### src/rtl/slave_status_pkg.sv
package slave_status_pkg;

  localparam int STATUS_W = 4;
  localparam int S0_POS = 0;
  localparam int S1_POS = 1;
  localparam int S2_POS = 2;
  localparam int S3_POS = 3;

  typedef logic [STATUS_W-1:0] status_word_t;

  // Assemble the status word from its independent causes.
  function automatic status_word_t compose_status(
    input logic del_sticky,
    input logic wr_busy,
    input logic fault_ok,
    input logic fw_perr,
    input logic sf_perr,
    input logic corrupt
  );
    status_word_t w;
    w         = '0;
    w[S0_POS] = del_sticky | wr_busy;
    w[S1_POS] = ~fault_ok | fw_perr | sf_perr;
    w[S2_POS] = 1'b0;
    w[S3_POS] = corrupt;
    return w;
  endfunction

endpackage

### src/rtl/status_sync.sv
module status_sync #(
  parameter int   STAGES  = 2,
  parameter logic RST_VAL = 1'b1
) (
  input  logic clk,
  input  logic rst_n,
  input  logic d,
  output logic q
);

  logic [STAGES-1:0] chain;

  generate
    for (genvar i = 0; i < STAGES; i++) begin : g_stage
      if (i == 0) begin : g_first
        always_ff @(posedge clk or negedge rst_n) begin
          if (!rst_n) chain[i] <= RST_VAL;
          else        chain[i] <= d;
        end
      end else begin : g_next
        always_ff @(posedge clk or negedge rst_n) begin
          if (!rst_n) chain[i] <= RST_VAL;
          else        chain[i] <= chain[i-1];
        end
      end
    end
  endgenerate

  assign q = chain[STAGES-1];

endmodule

### src/rtl/s0_tracker.sv
module s0_tracker #(
  parameter int ADDR_W = 5
) (
  input  logic              clk,
  input  logic              rst_n,
  input  logic              del_stb,
  input  logic [ADDR_W-1:0] slave_addr,
  input  logic              wr_busy,
  output logic              sticky
);

  logic busy_d;
  logic addr_nz;
  logic write_done;
  logic set_evt;
  logic clr_evt;

  assign addr_nz    = |slave_addr;
  assign write_done = busy_d & ~wr_busy;
  assign set_evt    = del_stb & addr_nz;
  assign clr_evt    = write_done & addr_nz;

  always_ff @(posedge clk or negedge rst_n) begin
    if (!rst_n) begin
      busy_d <= 1'b0;
      sticky <= 1'b0;
    end else begin
      busy_d <= wr_busy;
      if (set_evt)      sticky <= 1'b1;
      else if (clr_evt) sticky <= 1'b0;
    end
  end

  assert_del_sets_R1: assert property (@(posedge clk) disable iff (!rst_n)
    set_evt |=> sticky);

  assert_zero_del_ignored_R1: assert property (@(posedge clk) disable iff (!rst_n)
    (!sticky && !set_evt) |=> !sticky);

  assert_write_end_clears_R8: assert property (@(posedge clk) disable iff (!rst_n)
    (clr_evt && !set_evt) |=> !sticky);

endmodule

### src/rtl/status_capture.sv
module status_capture
  import slave_status_pkg::*;
(
  input  logic         clk,
  input  logic         rst_n,
  input  logic         cap_stb,
  input  status_word_t word_in,
  output status_word_t word_q
);

  always_ff @(posedge clk or negedge rst_n) begin
    if (!rst_n)       word_q <= '0;
    else if (cap_stb) word_q <= word_in;
  end

  assert_hold_without_read_R9: assert property (@(posedge clk) disable iff (!rst_n)
    !cap_stb |=> $stable(word_q));

endmodule

### src/rtl/slave_status_word.sv
module slave_status_word
  import slave_status_pkg::*;
#(
  parameter int ADDR_W      = 5,
  parameter int SYNC_STAGES = 2
) (
  input  logic              clk,
  input  logic              rst_n,
  input  logic              del_addr_stb,
  input  logic [ADDR_W-1:0] slave_addr,
  input  logic              ee_wr_busy,
  input  logic              periph_fault_n,
  input  logic              fw_parity_err,
  input  logic              safety_parity_err,
  input  logic              ee_corrupt,
  input  logic              rdst_stb,
  output logic [3:0]        status_q
);

  logic         fault_ok_sync;
  logic         del_sticky;
  status_word_t live_word;
  status_word_t cap_word;

  status_sync #(.STAGES(SYNC_STAGES), .RST_VAL(1'b1)) u_fault_sync (
    .clk   (clk),
    .rst_n (rst_n),
    .d     (periph_fault_n),
    .q     (fault_ok_sync)
  );

  s0_tracker #(.ADDR_W(ADDR_W)) u_s0 (
    .clk        (clk),
    .rst_n      (rst_n),
    .del_stb    (del_addr_stb),
    .slave_addr (slave_addr),
    .wr_busy    (ee_wr_busy),
    .sticky     (del_sticky)
  );

  assign live_word = compose_status(del_sticky, ee_wr_busy, fault_ok_sync,
                                    fw_parity_err, safety_parity_err, ee_corrupt);

  status_capture u_cap (
    .clk     (clk),
    .rst_n   (rst_n),
    .cap_stb (rdst_stb),
    .word_in (live_word),
    .word_q  (cap_word)
  );

  assign status_q = cap_word;

  assert_busy_forces_s0_R2: assert property (@(posedge clk) disable iff (!rst_n)
    (rdst_stb && ee_wr_busy) |=> status_q[S0_POS]);

  assert_parity_sets_s1_R4: assert property (@(posedge clk) disable iff (!rst_n)
    (rdst_stb && (fw_parity_err || safety_parity_err)) |=> status_q[S1_POS]);

  assert_s2_low_R6: assert property (@(posedge clk) disable iff (!rst_n)
    rdst_stb |=> !status_q[S2_POS]);

  assert_corrupt_to_s3_R7: assert property (@(posedge clk) disable iff (!rst_n)
    rdst_stb |=> (status_q[S3_POS] == $past(ee_corrupt)));

endmodule

### config.mk
export PLATFORM = sky130hd
export DESIGN_NAME = slave_status_word
export DESIGN_NICKNAME = d
export VERILOG_FILES = /design/src/rtl/slave_status_pkg.sv /design/src/rtl/status_sync.sv /design/src/rtl/s0_tracker.sv /design/src/rtl/status_capture.sv /design/src/rtl/slave_status_word.sv
export SDC_FILE = /design/constraint.sdc
export NUM_CORES = 1
export LEC_CHECK = 0
export CAP_MARGIN = 0
export CORE_AREA = 8 8 45 47
export CTS_BUF_LIST = sky130_fd_sc_hd__clkbuf_16
export DETAILED_ROUTE_END_ITERATION = 8
export DIE_AREA = 0 0 53 55
export HOLD_SLACK_MARGIN = 0.03
export PLACE_DENSITY = 0.52
export RECOVER_POWER = 50
export SKIP_CTS_REPAIR_TIMING = 1
export SYNTH_ARGS = -nofsm -noshare
export SYNTH_HDL_FRONTEND = slang
export SYNTH_SLANG_ARGS = --single-unit
### constraint.sdc
create_clock -name clk -period 0.8 [get_ports clk]
set_input_delay 0.08 -clock clk [delete_from_list [all_inputs] [get_ports clk]]
set_output_delay 0.08 -clock clk [all_outputs]
set_load 0.05 [all_outputs]
; ---- Word level (Yosys, flattened, before mapping)
; Cells that the tools add are included.
[op_classes]
bitwise = 8
reduce_logical = 2
mux = 2
[ops]
columns = operator, n
row1 = 5-bit OR reduction, 1
row2 = 1-bit bitwise AND, 3
row3 = 1-bit bitwise OR, 3
row4 = 1-bit two-way mux, 2
row5 = 1-bit NOT, 2
row6 = 2-bit nonzero test, 1
[word_totals]
wordCells = 17
reg_bits = 7
output_inout_bits = 4
inputBits = 14

; ---- Depth between registers and ports, before layout
; Gate-level depths: netlist (run 1).
[logic_depth]
depth_word = 5
ltp_mapped = 3
ltp_nobuf = 3

; ---- Hierarchy
; From an unflattened synthesis (run 1), not the netlist that was laid out.
[hier_totals]
hier_cells = 22
hier_area_um2 = 310.3
[modules_own_cells]
columns = mod, cells_per_inst, seq_area_each_um2, instances, area_each_um2
row1 = status_capture, 8, 100.1, 1, 145.1
row2 = s0_tracker, 9, 50.0, 1, 93.8
row3 = status_sync, 2, 52.6, 1, 52.6
row4 = slave_status_word, 3, 0.0, 1, 18.8

; ---- Worst setup path before layout (run 1)
; OpenSTA, ideal clock, no wires.
[synth_path]
kind = reg2reg
start = reg u_cap.word_q[3] (netlist name)
end = reg u_cap.word_q[3]
period_less_slack_ps = 1009
setup_slack_ps = -209
setup_time_ps = 127
arrival_time_ps = 882
stages_incl_launch_ff = 2
path_buffers = 0
required_time_ps = 673
cell_sequence = dfrtp_1 mux2_1
[synth_lines]
columns = item, line_no
row1 = "end signal, assigned", status_capture.sv:13  ; else if (cap_stb) word_q <= word_in;
row2 = "end, declared", status_capture.sv:8  ; output status_word_t word_q

; ---- Final worst setup path (run 1)
[layout_path]
start = reg u_cap.word_q[3]
end = out status_q[3]
[layout_lines]
columns = item, line_no
row1 = "end, declared", slave_status_word.sv:17  ; output logic [3:0] status_q
; No word-level cell between the ends.

==> summary.txt, run 1 <==
Crit Path Class -> flip-flop to primary output
status -> finished, violations left
final net count -> 61
Commonest cells post-synth -> dfrtp_1 (5), a21oi_1 (3), nor2_1 (3), dfstp_2 (2)
cell count after placement -> 57
GPL Wtd Cong -> 0.7564
final setup fails -> 6
Area contributors post-synth -> dfrtp_1 (46%), dfstp_2 (19%), a21oi_1 (5.5%)
core area -> 1384 sq um
Clock Skew -> 0.001383 ns
CP Max Fanout -> 2
Detail Placement HPWL -> 588.1 um
number of routed nets with antenna violations -> 0
setup repair after global routing missed its margin -> true
failing checks -> setup timing
worst hold path class -> input pin to async pin
beginning of the critical path -> u_cap.word_q[3]$_DFFE_PN0P_
dominant synthesized flop cell -> dfrtp_1
crit path cell chain -> buf_6 -> buf_12
Synth Register Bits -> 7
vias in the first global route -> 281
Syn Nets -> 37
routed len/inst -> 12.11 um
initial antenna violation count -> 0
Seq/Total Area, Yosys -> 0.6514
Max Cap Viol -> 0
Req. time, crit path -> 0.72 ns
DRC viols -> 0
Final period util -> 1.199
Syn Inst Count -> 23
Register Area -> 181.4 sq um
row count -> 14
GR Overflow Total -> 0
CTS HTree Levels -> 1
n_diodes -> 0
Initial Util -> 0.1971
share of layout cells above drive strength 1 -> 0.4565
type of origin of the critical path -> flip-flop
PortBufs -> 16
Min Hold Slack -> 0.1830 ns
CTS root buffer -> clkbuf_16
CTS tree -> yes
CP arrival -> 0.88 ns
post-synthesis async set-or-reset flop share -> 1.000
Clock Latency Late Sink -> 0.23 ns
crit-path max cell delay -> 0.40 ns
Peak VDD IR -> 0.001162 V
leading cell type by number of instances after synthesis -> dfrtp_1
Vias/cell -> 3.952
minimum clock period -> 0.9590 ns
Distinct cells, synth -> 14
wire length of the first global-routing pass -> 1.207 mm
crit path max-delay cell type -> dfrtp_2
CP endpoint kind -> primary output
Post-synth EDFFs -> 0
placed cell areas -> 510.5 sq um
WP buf/inv -> 2
final-report hold violation count -> 0
Final WS setup -> -0.1590 ns
Clock Tree Buf Depth -> 2
synth warn -> 0
synthesis-to-layout area growth -> 124.8%
Die Footprint -> 2915 sq um
WL final -> 751 um
drt pass-1 iters -> 1
worst slack, placed -> -0.2171 ns
overall power -> 1.463 mW
area of the multi-input gates -> 105.1 sq um
Avg Inst Size Synth -> 11.86 sq um
fmax -> 1043 MHz
die height -> 55 um
biggest area consumer among synthesized cells -> dfrtp_1
design area -> 613.1 sq um
largest net degree at the start of global routing -> 8
vias -> 245
LEAKAGE -> 0.2606 nW
post-route insts no fill -> 62
clock sinks -> 7
starting DRC count in detailed routing -> 0
Yosys top cell area share -> 0.4587
Filler cells -> 133
RR Startpoint -> u_fault_sync.q$_DFF_PN1_
Final Slew Violations -> 0
CTS clk-pin slew, worst paths -> 0.04 ns
Power Dens Cells -> 2386 nW/um^2
Die Wd -> 53 um
I/O pins -> 18
mapped cell area -> 272.8 sq um
gr usage total -> 0.06086
CTS buffer count -> 3
cell family with most CP delay -> flip-flops
==> final cells by class <==
| class | instances | area share |
|---|---|---|
| clock inverters | 1 | 0.006122 |
| repair buffers | 20 | 0.3653 |
| multi-input cells | 14 | 0.1714 |
| flip-flops and latches | 7 | 0.2959 |
| clock buffers | 3 | 0.1224 |
| inverters | 1 | 0.006122 |
| well taps | 16 | 0.03265 |
==> report_power, final <==
| group | total (mW) | switching, mW | internal [mW] |
|---|---|---|---|
| sequential | 0.398 | 0.0139 | 0.384 |
| combinational | 0.234 | 0.0984 | 0.135 |
| clock | 0.831 | 0.181 | 0.649 |
==> final timing paths <==
check | depth (start not counted) | end | slack [ns]
hold / removal | 1 | u_cap.word_q[1]$_DFFE_PN0P_ | 0.18
min in group clk | 0 | u_fault_sync.q$_DFF_PN1_ | 0.35
setup / recovery | 2 | status_q[3] | -0.16
hold reg to reg | 0 | u_fault_sync.q$_DFF_PN1_ | 0.35
setup reg to reg | 2 | u_cap.word_q[1]$_DFFE_PN0P_ | -0.08
max in group asynchronous | 1 | u_fault_sync.chain[0]$_DFF_PN1_ | 0.33
==> placed cells by master, fill, tap and decap left out, types with 2 or more instances in the layout <==
master	netlist	final
a21oi_1	3	2
nor2_1	3	2
dfrtp_2	0	3
buf_4	1	3
buf_12	0	3
clkbuf_16	0	3
dlygate4sd3_1	0	3
clkdlybuf4s50_1	0	10
dfrtp_1	5	2
inv_1	1	2
dfstp_2	2	2
nor2_2	1	2
==> logic make-up after synthesis <==
family | share of synthesized area
flip-flops | 0.6514
buffers and inverters | 0.04128
multiplexers | 0.04128
other | 0.01375
AND/OR/NAND/NOR | 0.1652
AO/OA/AOI/OAI | 0.08715
==> state kept, by name, indices dropped and copies added (netlist names) <==
register,count
u_fault_sync.chain,1
u_cap.word_q,3
u_fault_sync.q,1
u_s0.sticky,1
u_s0.busy_d,1
==> per-stage QoR <==
stage,util,setup TNS [ns]
3_3_place_gp,0.3689,-0.6900
5_1_grt,0.4430,-0.6827
4_1_cts,0.4259,-0.4258
6_report,0.4430,-0.5382
3_5_place_dp,0.3689,-0.7387
2_1_floorplan,-,-0.1164
==> routing by layer <==
layer	vias to the layer above	GRT usage	share of wire
li1	119	-	-
met1	109	0.05828	0.41
met2	17	0.08594	0.44
met3	0	0.05348	0.15
met4	0	0.03879	0
met5	-	0	0
(Power assumes the default switching activity.)
==> run 2, diff against run 1 <==
Settings changed: MAX_ROUTING_LAYER from default to met4.
==> summary.txt, run 2 (synthesized netlist as in run 1, its figures left out) <==
status -> finished, violations left
failing checks -> setup timing
row count -> 14 (unchanged)
CTS HTree Levels -> 1 (unchanged)
r2r worst-path depth -> 2 (unchanged)
Switch Pwr -> 0.2938 mW (about the same)
routed len/inst -> 12.11 um (unchanged)
RR Startpoint -> u_fault_sync.q$_DFF_PN1_
vias in the first global route -> 288 (+2.5%)
Final period util -> 1.199 (unchanged)
initial antenna violation count -> 0 (unchanged)
DRC viols -> 0 (unchanged)
Final WS setup -> -0.1590 ns (unchanged)
minimum clock period -> 0.9590 ns (unchanged)
CP endpoint kind -> primary output
final setup fails -> 6 (unchanged)
Vias/cell -> 3.952 (unchanged)
Clock Tree Buf Depth -> 2 (unchanged)
CTS buffer count -> 3 (unchanged)
post-route insts no fill -> 62 (unchanged)
Clock Skew -> 0.001364 ns (-0.00001855 ns)
CP arrival -> 0.88 ns (about the same)
drt pass-1 iters -> 1 (unchanged)
starting DRC count in detailed routing -> 0 (unchanged)
synthesis-to-layout area growth -> 124.8% (unchanged)
n_diodes -> 0 (unchanged)
LEAKAGE -> 0.2606 nW (unchanged)
beginning of the critical path -> u_cap.word_q[3]$_DFFE_PN0P_
GPL Wtd Cong -> 0.7662 (+1.3%)
Initial Util -> 0.1971 (unchanged)
Max Cap Viol -> 0 (unchanged)
commonest non-fill, non-tap cell in the layout -> clkdlybuf4s50_1
vias -> 245 (unchanged)
Power Dens Cells -> 2386 nW/um^2 (about the same)
Crit Path Class -> flip-flop to primary output
CTS clk-pin slew, worst paths -> 0.04 ns (about the same)
CTS root buffer -> clkbuf_16
wire length of the first global-routing pass -> 1.200 mm (-0.58%)
Flop pwr share -> 0.272 (about the same)
switching part of the total -> 0.2008 (about the same)
combinational share of power -> 0.160 (about the same)
Clock Latency Late Sink -> 0.23 ns (about the same)
type of origin of the critical path -> flip-flop
Filler cells -> 133 (unchanged)
final net count -> 61 (unchanged)
die height -> 55 um (unchanged)
Detail Placement HPWL -> 588.1 um (unchanged)
Largest register FFs -> 3 (unchanged)
Top reg by flops -> u_cap.word_q
Req. time, crit path -> 0.72 ns (about the same)
I/O pins -> 18 (unchanged)
setup repair after global routing missed its margin -> true
clock network power share -> 0.568 (about the same)
gr usage total -> 0.06102 (+0.0001617)
Die Footprint -> 2915 sq um (unchanged)
CP Max Fanout -> 2 (unchanged)
placed cell areas -> 510.5 sq um (unchanged)
CTS tree -> yes
PortBufs -> 16 (unchanged)
cell count after placement -> 57 (unchanged)
GR Overflow Total -> 0 (unchanged)
fmax -> 1043 MHz (unchanged)
Peak VDD IR -> 0.001162 V (about the same)
internal power -> 1.169 mW (unchanged)
Final Slew Violations -> 0 (unchanged)
R2R Path End -> u_cap.word_q[1]$_DFFE_PN0P_
WL final -> 751 um (unchanged)
worst hold path class -> input pin to async pin
share of layout cells above drive strength 1 -> 0.4565 (unchanged)
largest net degree at the start of global routing -> 8 (unchanged)
final-report hold violation count -> 0 (unchanged)
post-layout util -> 0.4430 (unchanged)
clock sinks -> 7 (unchanged)
design area -> 613.1 sq um (unchanged)
Die Wd -> 53 um (unchanged)
core area -> 1384 sq um (unchanged)
r2r setup slk -> -0.08 ns (about the same)
number of routed nets with antenna violations -> 0 (unchanged)
==> run 2: worst max-delay path by stage <==
stage / cells past startpoint / endpoint / slack (ns)
after global placement: 2 / u_cap.word_q[3]$_DFFE_PN0P_ / -0.21
after detailed placement: 2 / u_cap.word_q[3]$_DFFE_PN0P_ / -0.22
after floorplan: 1 / u_cap.word_q[3]$_DFFE_PN0P_ / -0.11
after CTS: 2 / status_q[3] / -0.18
after global routing: 2 / status_q[3] / -0.18
final: 2 / status_q[3] / -0.16
==> run 2: layout make-up <==
class / count / area (sq um) / share of cell area
Sequential cell: 7 / 181.4 / 0.2959
Tap cell: 16 / 20.02 / 0.03265
Timing Repair Buffer: 20 / 224.0 / 0.3653
Multi-Input combinational cell: 14 / 105.1 / 0.1714
Inverter: 1 / 3.754 / 0.006122
Clock inverter: 1 / 3.754 / 0.006122
Clock buffer: 3 / 75.07 / 0.1224
==> run 2: worst max-delay path: stages, from the launching register on <==
cell     delay, ns
dfrtp_2       0.40
buf_6         0.12
buf_12        0.13
==> run 2: power by group through the flow <==
stage | sequential (mW) | clock (mW) | combinational (mW)
3_3_place_gp | 0.401 | 0 | 0.221
3_5_place_dp | 0.401 | 0 | 0.223
4_1_cts | 0.397 | 0.855 | 0.225
6_report | 0.398 | 0.831 | 0.234
2_1_floorplan | 0.436 | 0 | 0.0409
5_1_grt | 0.401 | 0.881 | 0.246
==> run 2: stage by stage <==
stage / setup WS, ns / setup TNS [ns] / hold slack [ns] / total power [mW]
CTS: -0.1809 / -0.4258 / 0.1152 / 1.477
global route: -0.1763 / -0.6808 / 0.2094 / 1.528
finish: -0.1590 / -0.5382 / 0.1830 / 1.463
detailed placement: -0.2171 / -0.7387 / 0.3499 / 0.6242
global placement: -0.2074 / -0.6900 / 0.3472 / 0.6216
floorplan: -0.1094 / -0.1164 / -0.2156 / 0.4771
==> run 2: layer usage <==
metal | vias up | track usage | part of all wire
li1 | 119 | - | -
met5 | - | - | 0
met2 | 17 | 0.08594 | 0.44
met1 | 109 | 0.05982 | 0.42
met4 | 0 | 0.03879 | 0
met3 | 0 | 0.04278 | 0.14
